### src/rtl/rrbs_pkg.sv
package rrbs_pkg;
  function automatic int unsigned unit_count(input int unsigned code_w);
    return (32'd1 << code_w) - 32'd1;
  endfunction

  localparam int unsigned GEN_W_DEF    = 15;
  localparam logic [14:0] GEN_TAPS_DEF = 15'h6000;
endpackage

### src/rtl/rrbs_group_map.sv
// Expands each code bit onto its binary-weighted run of unit lines.
module rrbs_group_map #(
  parameter int unsigned CODE_W  = 3,
  parameter int unsigned N_UNITS = (1 << CODE_W) - 1
) (
  input  logic [CODE_W-1:0]  code_i,
  output logic [N_UNITS-1:0] pat_o
);
  for (genvar k = 0; k < CODE_W; k++) begin : g_bit
    localparam int unsigned BASE = (1 << k) - 1;
    for (genvar j = 0; j < (1 << k); j++) begin : g_line
      assign pat_o[BASE+j] = code_i[k];
    end
  end
endmodule

### src/rtl/rrbs_rotator.sv
// Logarithmic circular rotator: stage s shifts by 2^s mod N when step bit s is set.
module rrbs_rotator #(
  parameter int unsigned N_UNITS = 7,
  parameter int unsigned ROT_W   = 3
) (
  input  logic [N_UNITS-1:0] vec_i,
  input  logic [ROT_W-1:0]   step_i,
  output logic [N_UNITS-1:0] vec_o
);
  logic [ROT_W:0][N_UNITS-1:0] stage;

  assign stage[0] = vec_i;

  for (genvar s = 0; s < ROT_W; s++) begin : g_stage
    localparam int unsigned SH = (1 << s) % N_UNITS;
    for (genvar j = 0; j < N_UNITS; j++) begin : g_mux
      assign stage[s+1][j] = step_i[s] ? stage[s][(j + SH) % N_UNITS] : stage[s][j];
    end
  end

  assign vec_o = stage[ROT_W];
endmodule

### src/rtl/rrbs_lfsr.sv
// Free-running step generator with all-zero escape.
module rrbs_lfsr #(
  parameter int unsigned     GEN_W = 15,
  parameter logic [GEN_W-1:0] TAPS = 15'h6000,
  parameter logic [GEN_W-1:0] SEED = 15'h0001,
  parameter int unsigned     OUT_W = 3
) (
  input  logic             clk_i,
  input  logic             rst_ni,
  output logic [OUT_W-1:0] rnd_o
);
  logic [GEN_W-1:0] state_q, state_d;
  logic             fb;

  assign fb = ^(state_q & TAPS);

  always_comb begin
    if (state_q == '0) state_d = GEN_W'(1);
    else               state_d = {state_q[GEN_W-2:0], fb};
  end

  always_ff @(posedge clk_i or negedge rst_ni) begin
    if (!rst_ni) state_q <= SEED;
    else         state_q <= state_d;
  end

  assign rnd_o = state_q[OUT_W-1:0];
endmodule

### src/rtl/rrbs_selector.sv
module rrbs_selector
  import rrbs_pkg::*;
#(
  parameter int unsigned      CODE_W    = 3,
  parameter int unsigned      GEN_W     = GEN_W_DEF,
  parameter logic [GEN_W-1:0] GEN_TAPS  = GEN_TAPS_DEF,
  parameter logic [GEN_W-1:0] LFSR_SEED = 15'h0001,
  localparam int unsigned     N_UNITS   = unit_count(CODE_W)
) (
  input  logic               clk_i,
  input  logic               rst_ni,
  input  logic               rand_en_i,
  input  logic [CODE_W-1:0]  code_i,
  output logic [N_UNITS-1:0] unit_o
);
  localparam int unsigned ROT_W = CODE_W;

  logic [ROT_W-1:0]   rnd;
  logic [ROT_W-1:0]   step;
  logic [N_UNITS-1:0] pat;
  logic [N_UNITS-1:0] rot_vec;
  logic [N_UNITS-1:0] unit_q;

  rrbs_lfsr #(
    .GEN_W (GEN_W),
    .TAPS  (GEN_TAPS),
    .SEED  (LFSR_SEED),
    .OUT_W (ROT_W)
  ) u_lfsr (
    .clk_i  (clk_i),
    .rst_ni (rst_ni),
    .rnd_o  (rnd)
  );

  assign step = rand_en_i ? rnd : '0;

  rrbs_group_map #(
    .CODE_W  (CODE_W),
    .N_UNITS (N_UNITS)
  ) u_map (
    .code_i (code_i),
    .pat_o  (pat)
  );

  rrbs_rotator #(
    .N_UNITS (N_UNITS),
    .ROT_W   (ROT_W)
  ) u_rot (
    .vec_i  (pat),
    .step_i (step),
    .vec_o  (rot_vec)
  );

  always_ff @(posedge clk_i or negedge rst_ni) begin
    if (!rst_ni) unit_q <= '0;
    else         unit_q <= rot_vec;
  end

  assign unit_o = unit_q;
endmodule

### config.mk
export PLATFORM = sky130hd
export DESIGN_NAME = rrbs_selector
export DESIGN_NICKNAME = d
export VERILOG_FILES = /design/src/rtl/rrbs_pkg.sv /design/src/rtl/rrbs_group_map.sv /design/src/rtl/rrbs_rotator.sv /design/src/rtl/rrbs_lfsr.sv /design/src/rtl/rrbs_selector.sv
export SDC_FILE = /design/constraint.sdc
export NUM_CORES = 1
export LEC_CHECK = 0
export ABC_CLOCK_PERIOD_IN_PS = 1900
export CAP_MARGIN = 20
export CELL_PAD_IN_SITES_DETAIL_PLACEMENT = 1
export CELL_PAD_IN_SITES_GLOBAL_PLACEMENT = 2
export CORE_UTILIZATION = 35
export DETAILED_ROUTE_END_ITERATION = 16
export GPL_ROUTABILITY_DRIVEN = 1
export MAX_ROUTING_LAYER = met4
export PLACE_DENSITY_LB_ADDON = 0.1
export SYNTH_ARGS = -nofsm -noshare
export SYNTH_HDL_FRONTEND = slang
export SYNTH_SLANG_ARGS = --single-unit
### constraint.sdc
create_clock -name clk_i -period 1.9 [get_ports clk_i]
set_input_delay 0.475 -clock clk_i [delete_from_list [all_inputs] [get_ports clk_i]]
set_output_delay 0.475 -clock clk_i [all_outputs]
set_load 0.005 [all_outputs]
# Word-level counts from Yosys, hierarchy flattened
# Cells that the tools add are included.
# totals
ff_bits	22
latch_bits	0
ramBits	0
romBits	0
inputBits	6
out_inout_bits	7
word_cells	22
n_memories	0
# classes
add_sub_neg	0
multipliers	0
div	0
order_cmp	0
eq_ne	0
shifts	0
mux	18
n_bitwise	0
n_reduce_logical	2
# op_table
op	n
two-way mux 1 bit	16
logical NOT 15 bit	1
two-way mux 15 bit	1
parity 15 bit	1
two-way mux 3 bit	1

# Logic depth before layout (Yosys ltp)
# Gate-level depths: netlist (run 1).
# depth
word_depth	4
ltp_mapped	5
mapped_depth_nobuf	3

# Cells and area by module
# From an unflattened synthesis (run 1), not the netlist that was laid out.
# hier_totals
hier_cells	73
area_unflattened_um2	1041.0
# modules_own_cells
mod	n_inst	cells_per_inst	area_each_um2	seq_area_each_um2
rrbs_lfsr	1	39	505.5	376.6
rrbs_rotator	1	17	289.0	0.0
rrbs_selector	1	10	193.9	175.2
rrbs_group_map	1	7	52.6	0.0

# Worst setup path before layout (run 1)
# No wires, ideal clock.
# synth_path
kind	reg-to-reg
from	reg u_lfsr.state_q[0]
to	reg unit_q[5] (netlist: unit_o[5])
setup_ps	126
arrival_ps	1217
t_required_ps	1774
path_slack_ps	557
path_stages_with_launch	5
n_path_buf	1
synth_period_minus_slack_ps	1343
cell_sequence	dfstp_2 -> buf_6 -> nor2_2 -> a32o_1 -> a221o_1
# synth_between
elab_chain_len	4
word_cells_on_any_way	6
cone_classes	mux: 6
# synth_rtl
item	line	rtl
start: declaration	rrbs_lfsr.sv:12	logic [GEN_W-1:0] state_q, state_d;
start signal: assignment	rrbs_lfsr.sv:24	else state_q <= state_d;
two-way mux 3 bit (*)	rrbs_selector.sv:35	assign step = rand_en_i ? rnd : '0;
two-way mux 1 bit (2 in a row)	rrbs_rotator.sv:17	assign stage[s+1][j] = step_i[s] ? stage[s][(j + SH) % N_UNITS] : stage[s][j];
two-way mux 1 bit (*)	rrbs_rotator.sv:17	
net rot_vec[5]	rrbs_selector.sv:21	logic [N_UNITS-1:0] rot_vec;
end signal: assignment	rrbs_selector.sv:56	else unit_q <= rot_vec;
end: declaration	rrbs_selector.sv:22	logic [N_UNITS-1:0] unit_q;
# Mark *: on every way through the listed nets, which the timed path passes. The rest lies on a longest branch.

# Final worst setup path (run 1)
# layout_path
from	in rand_en_i
to	reg unit_q[1] (netlist: unit_o[1])
# layout_between
elab_chain_len	4
word_cells_on_any_way	5
cone_classes	mux: 5
# layout_rtl
item	line	rtl
start: declaration	rrbs_selector.sv:12	input logic rand_en_i,
two-way mux 3 bit (*)	rrbs_selector.sv:35	
two-way mux 1 bit (2 in a row)	rrbs_rotator.sv:17	
two-way mux 1 bit (*)	rrbs_rotator.sv:17	
net rot_vec[1]	rrbs_selector.sv:21	
# Marks and branches as above.

==> results of run 1 <==
[flip-flops by register name, summed over array words and instances, names as in the netlist]
| register | flops |
|---|---|
| unit_o | 7 |
| u_lfsr.state_q | 15 |
[metrics by stage]
step	total power [mW]	cells	cell area, sq um
3_3_place_gp	0.575	124	1170
4_1_cts	0.788	128	1190
5_1_grt	0.812	128	1190
3_5_place_dp	0.577	124	1170
2_1_floorplan	0.520	92	1050
6_report	0.774	128	1190
[layout make-up]
type	count	share of cell area (%)
clock buffers	4	2.20
well taps	31	3.25
flip-flops and latches	22	46.2
inverters	2	0.629
repair buffers	21	15.7
multi-input cells	48	32.0
[cells in the final DEF, fill, tap and decap left out, types with 2 or more instances in the layout]
| master | netlist | layout |
|---|---|---|
| nand3_1 | 2 | 2 |
| or3_1 | 2 | 2 |
| clkbuf_4 | 0 | 3 |
| a21oi_1 | 2 | 2 |
| nor3_1 | 2 | 2 |
| clkdlybuf4s50_1 | 0 | 12 |
| nor4_1 | 2 | 2 |
| inv_1 | 2 | 2 |
| nor2_1 | 2 | 2 |
| dfrtp_1 | 21 | 21 |
| buf_4 | 0 | 9 |
| mux2i_1 | 5 | 5 |
| nor2b_1 | 2 | 2 |
| a31oi_1 | 2 | 2 |
| o21ai_0 | 2 | 2 |
| nand2_1 | 3 | 3 |
[final timing paths]
check                                          to  slack (ns)  cells past startpoint
max in group asynchronous       u_lfsr.state_q[0]        1.12                      2
worst min register to register  u_lfsr.state_q[8]        0.38                      0
worst min-delay path            u_lfsr.state_q[8]        0.38                      0
worst max register to register          unit_o[0]        0.37                      3
min in group asynchronous               unit_o[1]        0.50                      2
worst max-delay path                    unit_o[1]        0.21                      5
[cell usage after synthesis (all sizes together)]
master,instances
or3b,1
nand3,2
xnor2,1
o32ai,1
a21oi,2
nor4bb,1
nor3,2
buf,5
clkbuf,15
mux2i,5
nor2,3
o221a,2
mux2,2
nor4,3
o21a,1
or3,2
and2b,1
nand2,4
a221o,1
o221ai,1
dfrtp,21
and3,1
a31oi,2
or4,1
a32o,1
nor2b,2
inv,2
a41oi,1
and4bb,1
o21ai,2
nand2b,1
nand3b,1
dfstp,1
[kinds of logic after synthesis]
kind of cell,Yosys count,synth area share [%]
AO/OA/AOI/OAI,14,10.4
XOR/XNOR,1,0.836
buffers and inverters,22,10.9
flip-flops,22,52.7
multiplexers,7,7.29
AND/OR/NAND/NOR,26,17.9
[per-layer routing]
| layer | global-route usage (%) | vias up | share of wire (%) |
|---|---|---|---|
| met5 | - | - | 0 |
| met4 | 5.36 | 0 | 1.6 |
| met3 | 4.15 | 5 | 3.8 |
| met2 | 20.9 | 12 | 46 |
| met1 | 19.2 | 347 | 48 |
| li1 | - | 324 | - |
[power by group through the flow]
stage / logic (mW) / clock network (mW) / registers [mW]
4_1_cts: 0.0865 / 0.220 / 0.482
5_1_grt: 0.0941 / 0.236 / 0.482
6_report: 0.0847 / 0.208 / 0.481
3_5_place_dp: 0.0862 / 0 / 0.491
2_1_floorplan: 0.0278 / 0 / 0.492
3_3_place_gp: 0.0853 / 0 / 0.490
==> results.sh, run 1 <==
export IMPL_grt_max_degree=23
export IMPL_vias_per_cell=5.38
export IMPL_endpoint_kind="flip-flop"
export IMPL_final_hold_viol_count=0
export IMPL_final_util_pct=42.6
export IMPL_max_vdd_ir_drop_mv=0.419
export IMPL_root_buffer="clkbuf_4"
export IMPL_fin_crit_sh_pct=89.0
export IMPL_cts_resized=0
export IMPL_layout_setup_ws_ns=0.210
export IMPL_synth_seq_cells=22
export IMPL_fmax_mhz=592
export IMPL_syn_cell_area_sq_um=1050
export IMPL_p_seq_share_pct=62.2
export IMPL_postCtsHoldBufs=0
export IMPL_drtPass1Iterations=9
export IMPL_rsz0062_at_grt="false"
export IMPL_start_kind="primary input"
export IMPL_max_cap_violations=0
export IMPL_clockBufferDepth=2
export IMPL_hold_slack_ns=0.384
export IMPL_ant_nets=0
export IMPL_antennaDiodeCount=0
export IMPL_fin_tns_setup_ns=0
export IMPL_intPower_mw=0.609
export IMPL_clkPwrFrac_pct=26.9
export IMPL_cp_max_fo=8
export IMPL_clk_latency_ns=0.30
export IMPL_tightest_slew_ns=0.412
export IMPL_hold_class="flip-flop to flip-flop"
export IMPL_grt_pass1_wl_mm=3.41
export IMPL_io_pins=13
export IMPL_crit_type="primary input to flip-flop"
export IMPL_final_seq_area_sq_um=552
export IMPL_num_rows=19
export IMPL_worstPathCellList="clkdlybuf4s50_1 > buf_4 > nand2_4 > or4_1 > o221a_2"
export IMPL_synth_area_per_cell_sq_um=11.4
export IMPL_core_area_sq_um=2810
export IMPL_yosysUniqueCellTypes=39
export IMPL_post_cts_buffers=0
export IMPL_synth_area_leaders="dfrtp_1, clkbuf_1, mux2i_1"
export IMPL_pre_cts_slack_ns=-0.113
export IMPL_drc=6
export IMPL_num_vias=688
export IMPL_clk_pin_slew_ns=0.11
export IMPL_synth_top_area_share_pct=50.2
export IMPL_multi_input_area_sq_um=382
export IMPL_antenna_found_initial=0
export IMPL_fin_crit_ns=1.69
export IMPL_gp_congestion=0.723
export IMPL_worstSetupStartpoint="rand_en_i"
export IMPL_max_slew_margin_rel_pct=72.5
export IMPL_syn_num_nets=98
export IMPL_yosysTopAreaCell="dfrtp_1"
export IMPL_grt_use_total_pct=14.5
export IMPL_combPwrFrac_pct=10.9
export IMPL_p_per_area_nw_per_um2=649
export IMPL_drive_gt1_share_pct=19.6
export IMPL_worstPathArrival_ns=1.89
export IMPL_post_dp_hpwl_mm=1.36
export IMPL_ys_warn_count=0
export IMPL_r2r_start="u_lfsr.state_q[0]"
export IMPL_cts_tree="done"
export IMPL_syn_inst=92
export IMPL_die_h_um=56.7
export IMPL_violations="design-rule violations"
export IMPL_port_buffers=12
export IMPL_critPathSlowestCell="clkdlybuf4s50_1"
export IMPL_htree_levels=1
export IMPL_die_x_um=56.7
export IMPL_p_sw_share_pct=21.4
export IMPL_cts_buffers=3
export IMPL_critPathTopFamily="buffers and inverters"
export IMPL_setup_violations=0
export IMPL_die_area_sq_um=3210
export IMPL_start_util_pct=37.3
export IMPL_clock_sinks=22
export IMPL_path_buf_inv=2
export IMPL_syn_to_final_growth_pct=14.0
export IMPL_leakage_nw=0.525
export IMPL_drtIter0Drc=8
export IMPL_p_sw_mw=0.166
export IMPL_wirelength_mm=1.85
export IMPL_slowest_delay_ns=0.60
export IMPL_hp_start="u_lfsr.state_q[7]"
export IMPL_overflow=0
export IMPL_status="finished with violations"
export IMPL_skew_ns=0.00729
export IMPL_fillerInstances=317
export IMPL_routedWlPerCell_um=14.4
export IMPL_nets=104
export IMPL_yosysSeqAreaShare_pct=52.7
export IMPL_grt_pass1_vias=713
export IMPL_required_ns=2.10
export IMPL_finalMaxSlewViolations=0
No activity file was read; power rests on OpenSTA's default activity.
==> run 2: changes to the inputs <==
--- a/config.mk
+++ b/config.mk
@@ -14,6 +14,7 @@
 export GPL_ROUTABILITY_DRIVEN = 1
 export MAX_ROUTING_LAYER = met4
 export PLACE_DENSITY_LB_ADDON = 0.1
+export SLEW_MARGIN = 5
 export SYNTH_ARGS = -nofsm -noshare
 export SYNTH_HDL_FRONTEND = slang
 export SYNTH_SLANG_ARGS = --single-unit
==> results of run 2 <==
The final DEF is identical to that of run 1; final timing and power are the same.
